--- config.mk ---
export PLATFORM = sky130hd
export DESIGN_NAME = lcd_scan_timing
export DESIGN_NICKNAME = d
export VERILOG_FILES = /design/src/rtl/lcd_scan_pkg.sv /design/src/rtl/lcd_com_timer.sv /design/src/rtl/lcd_frame_phase.sv /design/src/rtl/lcd_scan_timing.sv
export SDC_FILE = /design/constraint.sdc
export NUM_CORES = 1
export LEC_CHECK = 0
export BUFFER_PORTS_ARGS = -buffer_cell sky130_fd_sc_hd__buf_2
export CAP_MARGIN = 40
export CORE_MARGIN = 4
export CORE_UTILIZATION = 58
export CTS_BUF_LIST = sky130_fd_sc_hd__clkbuf_4 sky130_fd_sc_hd__clkbuf_8
export DETAILED_ROUTE_END_ITERATION = 10
export MAX_ROUTING_LAYER = met4
export PLACE_DENSITY_LB_ADDON = 0.15
export SLEW_MARGIN = 20
export SYNTH_ARGS = -nofsm -noshare
export SYNTH_HDL_FRONTEND = slang
export SYNTH_HIERARCHICAL = 1
export SYNTH_SLANG_ARGS = --single-unit
--- constraint.sdc ---
create_clock -name clk -period 4.52 [get_ports clk]
set_clock_uncertainty 0.05 [all_clocks]
set_input_delay 0.452 -clock clk [delete_from_list [all_inputs] [get_ports clk]]
set_output_delay 0.452 -clock clk [all_outputs]
set_load 0.02 [all_outputs]
--- src/rtl/lcd_scan_pkg.sv ---
// Shared types for the LCD scan timing block.
package lcd_scan_pkg;

    // Events raised by the common timer once per clock
    typedef struct packed {
        logic period_start;   // first clock of a common period
        logic frame_end;      // last clock of the last common in a frame
    } scan_evt_t;

endpackage

--- src/rtl/lcd_com_timer.sv ---
// Common period timer and row counter.
// Counts CLKS clocks per common and steps the row index. It wraps to row 0
// when the last row of the selected duty finishes. The duty level is sampled
// only at the end of a common period.
// Assumes CLKS >= 2 and N_SHORT <= N_FULL.
module lcd_com_timer
    import lcd_scan_pkg::*;
#(
    parameter int N_FULL  = 17,
    parameter int N_SHORT = 9,
    parameter int CLKS    = 64,
    parameter int TW      = 6,
    parameter int RW      = 5
) (
    input  logic          clk,
    input  logic          rst_n,
    input  logic          short_mode,
    output logic [RW-1:0] row,
    output scan_evt_t     evt
);
    localparam logic [TW-1:0] TICK_LAST  = TW'(CLKS - 1);
    localparam logic [RW-1:0] ROW_LAST_F = RW'(N_FULL - 1);
    localparam logic [RW-1:0] ROW_LAST_S = RW'(N_SHORT - 1);

    logic [TW-1:0] tick;
    logic [RW-1:0] row_last;
    logic          period_end;

    // Pick the final row for the current duty
    always_comb row_last = short_mode ? ROW_LAST_S : ROW_LAST_F;

    assign period_end       = (tick == TICK_LAST);
    assign evt.period_start = (tick == '0);
    assign evt.frame_end    = period_end && (row >= row_last);

    // Advance the clock-within-common counter
    always_ff @(posedge clk) begin
        if (!rst_n)          tick <= '0;
        else if (period_end) tick <= '0;
        else                 tick <= tick + 1'b1;
    end

    // Step the row at each period end, wrap at the frame end
    always_ff @(posedge clk) begin
        if (!rst_n)              row <= '0;
        else if (evt.frame_end)  row <= '0;
        else if (period_end)     row <= row + 1'b1;
    end

    // the row holds everywhere except across a period end
    a_r3_row_hold: assert property (@(posedge clk) disable iff (!rst_n)
        (tick != TICK_LAST) |=> $stable(row));

    // the row never leaves the seventeen-common range
    a_r5_row_range: assert property (@(posedge clk) disable iff (!rst_n)
        row <= ROW_LAST_F);

    // a frame end always restarts the scan at common 1
    a_r9_wrap_to_first: assert property (@(posedge clk) disable iff (!rst_n)
        evt.frame_end |=> (row == '0));

    // a new period starts right after each period end
    a_r4_period_follows: assert property (@(posedge clk) disable iff (!rst_n)
        period_end |=> evt.period_start);
endmodule

--- src/rtl/lcd_frame_phase.sv ---
// Frame-rate phase generator.
// Flips the AC inversion at every frame end. It counts frames and flips the
// blink phase after every FRAMES of them.
// Assumes frame_end is a one-clock pulse.
module lcd_frame_phase #(
    parameter int FRAMES = 32,
    parameter int FW     = 5
) (
    input  logic clk,
    input  logic rst_n,
    input  logic frame_end,
    output logic inv,
    output logic blink
);
    localparam logic [FW-1:0] FCNT_LAST = FW'(FRAMES - 1);

    logic [FW-1:0] fcnt;
    logic          blink_due;

    assign blink_due = frame_end && (fcnt == FCNT_LAST);

    // Toggle drive polarity once per frame
    always_ff @(posedge clk) begin
        if (!rst_n)         inv <= 1'b0;
        else if (frame_end) inv <= ~inv;
    end

    // Count frames toward the next blink flip
    always_ff @(posedge clk) begin
        if (!rst_n)         fcnt <= '0;
        else if (blink_due) fcnt <= '0;
        else if (frame_end) fcnt <= fcnt + 1'b1;
    end

    // Flip the blink phase when the frame count completes
    always_ff @(posedge clk) begin
        if (!rst_n)         blink <= 1'b0;
        else if (blink_due) blink <= ~blink;
    end

    // inversion flips on every frame end
    a_r7_inv_toggle: assert property (@(posedge clk) disable iff (!rst_n)
        frame_end |=> (inv != $past(inv)));

    // inversion holds between frame ends
    a_r7_inv_hold: assert property (@(posedge clk) disable iff (!rst_n)
        !frame_end |=> $stable(inv));

    // the blink phase can only move on a frame end
    a_r8_blink_hold: assert property (@(posedge clk) disable iff (!rst_n)
        !frame_end |=> $stable(blink));
endmodule

--- src/rtl/lcd_scan_timing.sv ---
// LCD common scan and blink timing generator (top).
// Combines the common timer and the frame phase generator. It decodes the
// row into a one-hot common select and brings out the latch strobe.
// Assumes duty_nine is a level that may change at any clock.
module lcd_scan_timing
    import lcd_scan_pkg::*;
#(
    parameter int N_FULL       = 17,
    parameter int N_SHORT      = 9,
    parameter int CLKS_PER_COM = 64,
    parameter int BLINK_FRAMES = 32,
    parameter int ROW_W        = $clog2(N_FULL)
) (
    input  logic              clk,
    input  logic              rst_n,
    input  logic              duty_nine,
    output logic [N_FULL-1:0] com_sel,
    output logic [ROW_W-1:0]  row_idx,
    output logic              seg_latch,
    output logic              frame_inv,
    output logic              blink_on
);
    localparam int TICK_W = (CLKS_PER_COM > 1) ? $clog2(CLKS_PER_COM) : 1;
    localparam int FCNT_W = (BLINK_FRAMES > 1) ? $clog2(BLINK_FRAMES) : 1;

    scan_evt_t        evt;
    logic [ROW_W-1:0] row;

    lcd_com_timer #(
        .N_FULL (N_FULL),
        .N_SHORT(N_SHORT),
        .CLKS   (CLKS_PER_COM),
        .TW     (TICK_W),
        .RW     (ROW_W)
    ) u_timer (
        .clk       (clk),
        .rst_n     (rst_n),
        .short_mode(duty_nine),
        .row       (row),
        .evt       (evt)
    );

    lcd_frame_phase #(
        .FRAMES(BLINK_FRAMES),
        .FW    (FCNT_W)
    ) u_phase (
        .clk      (clk),
        .rst_n    (rst_n),
        .frame_end(evt.frame_end),
        .inv      (frame_inv),
        .blink    (blink_on)
    );

    // Decode the row into one select line per common
    for (genvar i = 0; i < N_FULL; i++) begin : g_com
        assign com_sel[i] = (row == ROW_W'(i));
    end

    assign row_idx   = row;
    assign seg_latch = evt.period_start;

    // exactly one common is active at all times
    a_r2_one_common: assert property (@(posedge clk) disable iff (!rst_n)
        $countones(com_sel) == 1);

    // the latch strobe lasts a single clock
    a_r4_latch_single: assert property (@(posedge clk) disable iff (!rst_n)
        seg_latch |=> !seg_latch);

    // in short duty with a short row, the upper commons stay dark
    a_r6_upper_dark: assert property (@(posedge clk) disable iff (!rst_n)
        (duty_nine && (row < ROW_W'(N_SHORT))) |-> (com_sel[N_FULL-1:N_SHORT] == '0));
endmodule

# After elaboration in Yosys (flattened, before gate mapping)
# Index checks and enable logic that the tools add are counted.
op_classes:
  bitwise_logic: 3
  add_sub_neg: 3
  n_eq_ne: 18
  mux: 1
  reduce_logical: 7
  order_cmp: 1
ops:
  columns: ["cell", "n"]
  rows:
  - ["$eq 5x4->1 const B", 8]
  - ["$eq 5x3->1 const B", 4]
  - ["$add 5x1->5 const B", 2]
  - ["$eq 5x2->1 const B", 2]
  - ["$eq 5x5->1 const B", 2]
  - ["$add 6x1->6 const B", 1]
  - ["$eq 6x6->1 const B", 1]
  - ["$logic_not 6->1", 1]
  - ["$reduce_or 2->1", 3]
  - ["$eq 5x1->1 const B", 1]
  - ["$ge 5x5->1", 1]
  - ["$logic_not 5->1", 1]
  - ["$mux 5", 1]
  - ["$not 1->1", 3]
  - ["$logic_and 1x1->1", 2]
totals:
  elab_cells: 38
  input_bits: 3
  output_inout_bits: 25
  reg_bits: 18

# Logic depth before layout (Yosys ltp)
logic_depth:
  depth_word: 5
  mapped_depth: 9
  mapped_depth_nobuf: 8

# Cells and area by module
# The synthesis kept the hierarchy.
modules_own_cells:
  columns: ["module", "area_per_inst_um2", "cells_each", "seq_area_each_um2", "instances"]
  rows:
  - ["lcd_com_timer", 581.8, 67, 220.2, 1]
  - ["lcd_frame_phase", 340.3, 36, 140.1, 1]
  - ["lcd_scan_timing", 188.9, 26, 0.0, 1]

# Least setup slack after synthesis
# Ideal clock, no wire load.
synth_timing:
  kind: "register to register"
  start: "register u_timer.row[3]"
  end: "register u_phase.inv"
  path_slack_ps: 2415
  n_path_buf: 1
  stages_incl_launch_ff: 9
  synth_period_minus_slack_ps: 2105
  arrival_time_ps: 1940
  t_required_ps: 4355
  setup_ps: 115
  cell_sequence: "dfxtp_1 > inv_1 > ha_1 > and4b_4 > nor3_4 > nor2_1 > buf_6 > xor2_1 > and2_1"
synth_lines:
  columns: ["item", "line_no", "rtl"]
  rows:
  - ["start: declaration", "lcd_com_timer.sv:18", "output logic [RW-1:0] row,"]
  - ["start signal: assignment", "lcd_com_timer.sv:47", "else if (period_end) row <= row + 1'b1;"]
  - ["end signal: assignment", "lcd_frame_phase.sv:25", "else if (frame_end) inv <= ~inv;"]
  - ["end: declaration", "lcd_frame_phase.sv:12", "output logic inv,"]

==> impl_metrics.env <==
export IMPL_outcome="completed"
export IMPL_p_seq_share_pct=58.7
export IMPL_grt_busiest_layer="met2"
export IMPL_slew_viol_final=0
export IMPL_core_um2=1764
export IMPL_synth_top_area_share_pct=32.43
export IMPL_p_int_uw=217.3
export IMPL_insertion_delay_ns=0.29
export IMPL_async_flop_share_pct=0
export IMPL_peakVddDrop_mv=0.2000
export IMPL_slew_headroom_pct=56.20
export IMPL_switching_share_pct=21.72
export IMPL_area_growth_synth_to_final_pct=16.44
export IMPL_place_hpwl_mm=1.695
export IMPL_synth_seq_cells=18
export IMPL_first_pass_iters=4
export IMPL_io_buffers=27
export IMPL_wirelength_mm=2.288
export IMPL_clkPwrFrac_pct=35.0
export IMPL_endpoint_kind="flip-flop"
export IMPL_final_common_cell="buf_2"
export IMPL_tightest_slew_ns=0.6546
export IMPL_worstPathCellList="inv_1, ha_1, and4b_4, nor3_4, nor2_1, nand2_1, xnor2_1, and2_1"
export IMPL_slowest_delay_ns=0.61
export IMPL_path_max_fanout=14
export IMPL_cts_made_buffers=3
export IMPL_finalHoldViolCount=0
export IMPL_grt_pass1_vias=915
export IMPL_cts_sinks=18
export IMPL_wl_per_cell_um=12.57
export IMPL_io_pins=28
export IMPL_antenna_left=0
export IMPL_grt_use_total_pct=19.13
export IMPL_synthTopCellsByArea="dfxtp_1, ha_1, nor2_1"
export IMPL_cts_resized=0
export IMPL_nets=169
export IMPL_hold_class="reg2reg"
export IMPL_switchingPower_uw=60.30
export IMPL_comb_power_share_pct=6.3
export IMPL_diodes=0
export IMPL_ys_seq_area_share_pct=32.43
export IMPL_cap_violations=0
export IMPL_power_density_nw_per_um2=214.5
export IMPL_netlist_area_um2=1111
export IMPL_grtUsageMet2_pct=33.47
export IMPL_grt_ovfl_total=0
export IMPL_critPathLaunchType="flip-flop"
export IMPL_max_clock_freq_mhz=408.0
export IMPL_grt_max_degree=18
export IMPL_syn_inst=129
export IMPL_ctsHtreeMaxLevel=1
export IMPL_drive_gt1_share_pct=25.48
export IMPL_path_clk_slew_ns=0.10
export IMPL_synth_top_cell_by_area="dfxtp_1"
export IMPL_stdcell_area_um2=1294
export IMPL_finalCritPeriodShare_pct=54.22
export IMPL_arrival_ns=2.60
export IMPL_drt_iter0_drc=22
export IMPL_most_common_layout_cells="buf_2, dfxtp_1, nor2_1"
export IMPL_use_met3_pct=1.719
export IMPL_finalSetupViolCount=0
export IMPL_dr_total_vias=1026
export IMPL_use_met1_pct=22.83
export IMPL_root_buffer="clkbuf_4"
export IMPL_die_h_um=51.77
export IMPL_placed_area_um2=1257
export IMPL_min_period_ns=2.451
export IMPL_whs_ns=0.4265
export IMPL_clockBufferDepth=2
export IMPL_via_per_inst=5.637
export IMPL_dp_cells=178
export IMPL_antenna_found_initial=0
export IMPL_synth_edff_count=0
export IMPL_grt_pass1_wl_mm=3.905
export IMPL_synthFlopType="dfxtp_1"
export IMPL_instances_no_fill=182
export IMPL_start_util_pct=62.98
export IMPL_setup_tns_ns=0
export IMPL_die_area_um2=2680
export IMPL_synth_distinct_cells=40
export IMPL_fp_dieW_um=51.77
export IMPL_critPathKind="reg2reg"
export IMPL_num_rows=15
export IMPL_avgSynthCellArea_um2=8.613
export IMPL_power_uw=277.6
export IMPL_synthesis_nets=140
export IMPL_drc_errors=0
export IMPL_slowest_stage="dfxtp_1"
export IMPL_yosysWarnings=6
export IMPL_finalWeightedCongestion=0.8337
export IMPL_post_cts_setup_buffer_count=0
export IMPL_cts_tree="done"
export IMPL_critPathRequiredTime_ns=4.67
export IMPL_cts_hold_buf=0
export IMPL_grt_setup_unrepaired="no"
export IMPL_p_leak_nw=0.5847
-- power by group through the flow --
stage          Combinational, mW  Sequential (mW)  Clock [mW]
3_5_place_dp              0.0175            0.167           0
6_report                  0.0176            0.163      0.0971
5_1_grt                   0.0200            0.163       0.106
4_1_cts                   0.0178            0.163      0.0986
2_1_floorplan             0.0125            0.166           0
3_3_place_gp              0.0171            0.166           0
-- synth_stat cells, types with 2 or more instances --
library cell,n
a31oi_1,3
and2_1,5
and3_1,5
and4b_1,2
dfxtp_1,18
ha_1,8
inv_1,8
nand2_1,11
nand2b_1,2
nand3_1,10
nand3b_1,2
nand4_1,2
nor2_1,14
nor2b_1,3
nor3_1,2
nor3b_2,2
nor4_1,2
nor4b_1,2
nor4bb_1,2
o22ai_1,2
xnor2_1,4
xor2_1,2
-- kinds of logic after synthesis --
| group | after synthesis | synth area share (%) |
|---|---|---|
| fa+ha+maj | 8 | 9.009 |
| simple gates | 75 | 42.12 |
| compound gates | 10 | 6.306 |
| buf+inv | 11 | 4.504 |
| flops | 18 | 32.43 |
| xor+xnor | 6 | 4.730 |
| mux | 1 | 0.9009 |
-- layer usage --
metal  part of all wire, %  wire, um
met4                   1.0        23
met1                    45      1036
met2                    47      1080
met3                   6.4       147
met5                     0         0
-- through the flow --
step	utilization, %	setup slack (ns)
final	73.33	2.069
after global routing	73.33	1.872
after CTS	73.33	2.091
after detailed placement	71.28	2.078
after global placement	71.28	2.231
after floorplan	-	2.415
-- final timing paths --
path | start | endpoint | slack (ns) | cells after the start
worst min-delay path | u_timer/tick[0]$_SDFF_PP0_ | u_timer/tick[0]$_SDFF_PP0_ | 0.43 | 1
worst max-delay path | u_timer/row[3]$_SDFFE_PP0P_ | u_phase/blink$_SDFFE_PN0P_ | 2.07 | 8
worst min register to register | u_timer/tick[0]$_SDFF_PP0_ | u_timer/tick[0]$_SDFF_PP0_ | 0.43 | 1
worst max register to register | u_timer/row[3]$_SDFFE_PP0P_ | u_phase/blink$_SDFFE_PN0P_ | 2.07 | 8
-- layout make-up --
class                           count  area, um^2
Multi-Input combinational cell    100       700.7
Timing Repair Buffer               27       135.1
Tap cell                           25       31.28
Inverter                            8       30.03
Sequential cell                    18       360.3
Fill cell                         169       470.5
Clock buffer                        4       36.28
-- sequential cells by signal, indices dropped and copies added (netlist names) --
signal / cells
u_phase/blink: 1
u_phase/fcnt: 5
u_phase/inv: 1
u_timer/row: 5
u_timer/tick: 6
-- critical path: cells and delay by family (launching register included) --
| family | cells | cell delay, ns |
|---|---|---|
| buf+inv | 1 | 0.09 |
| flops | 1 | 0.61 |
| simple gates | 5 | 1.15 |
| fa+ha+maj | 1 | 0.29 |
| xor+xnor | 1 | 0.17 |
(Power assumes the default switching activity.)
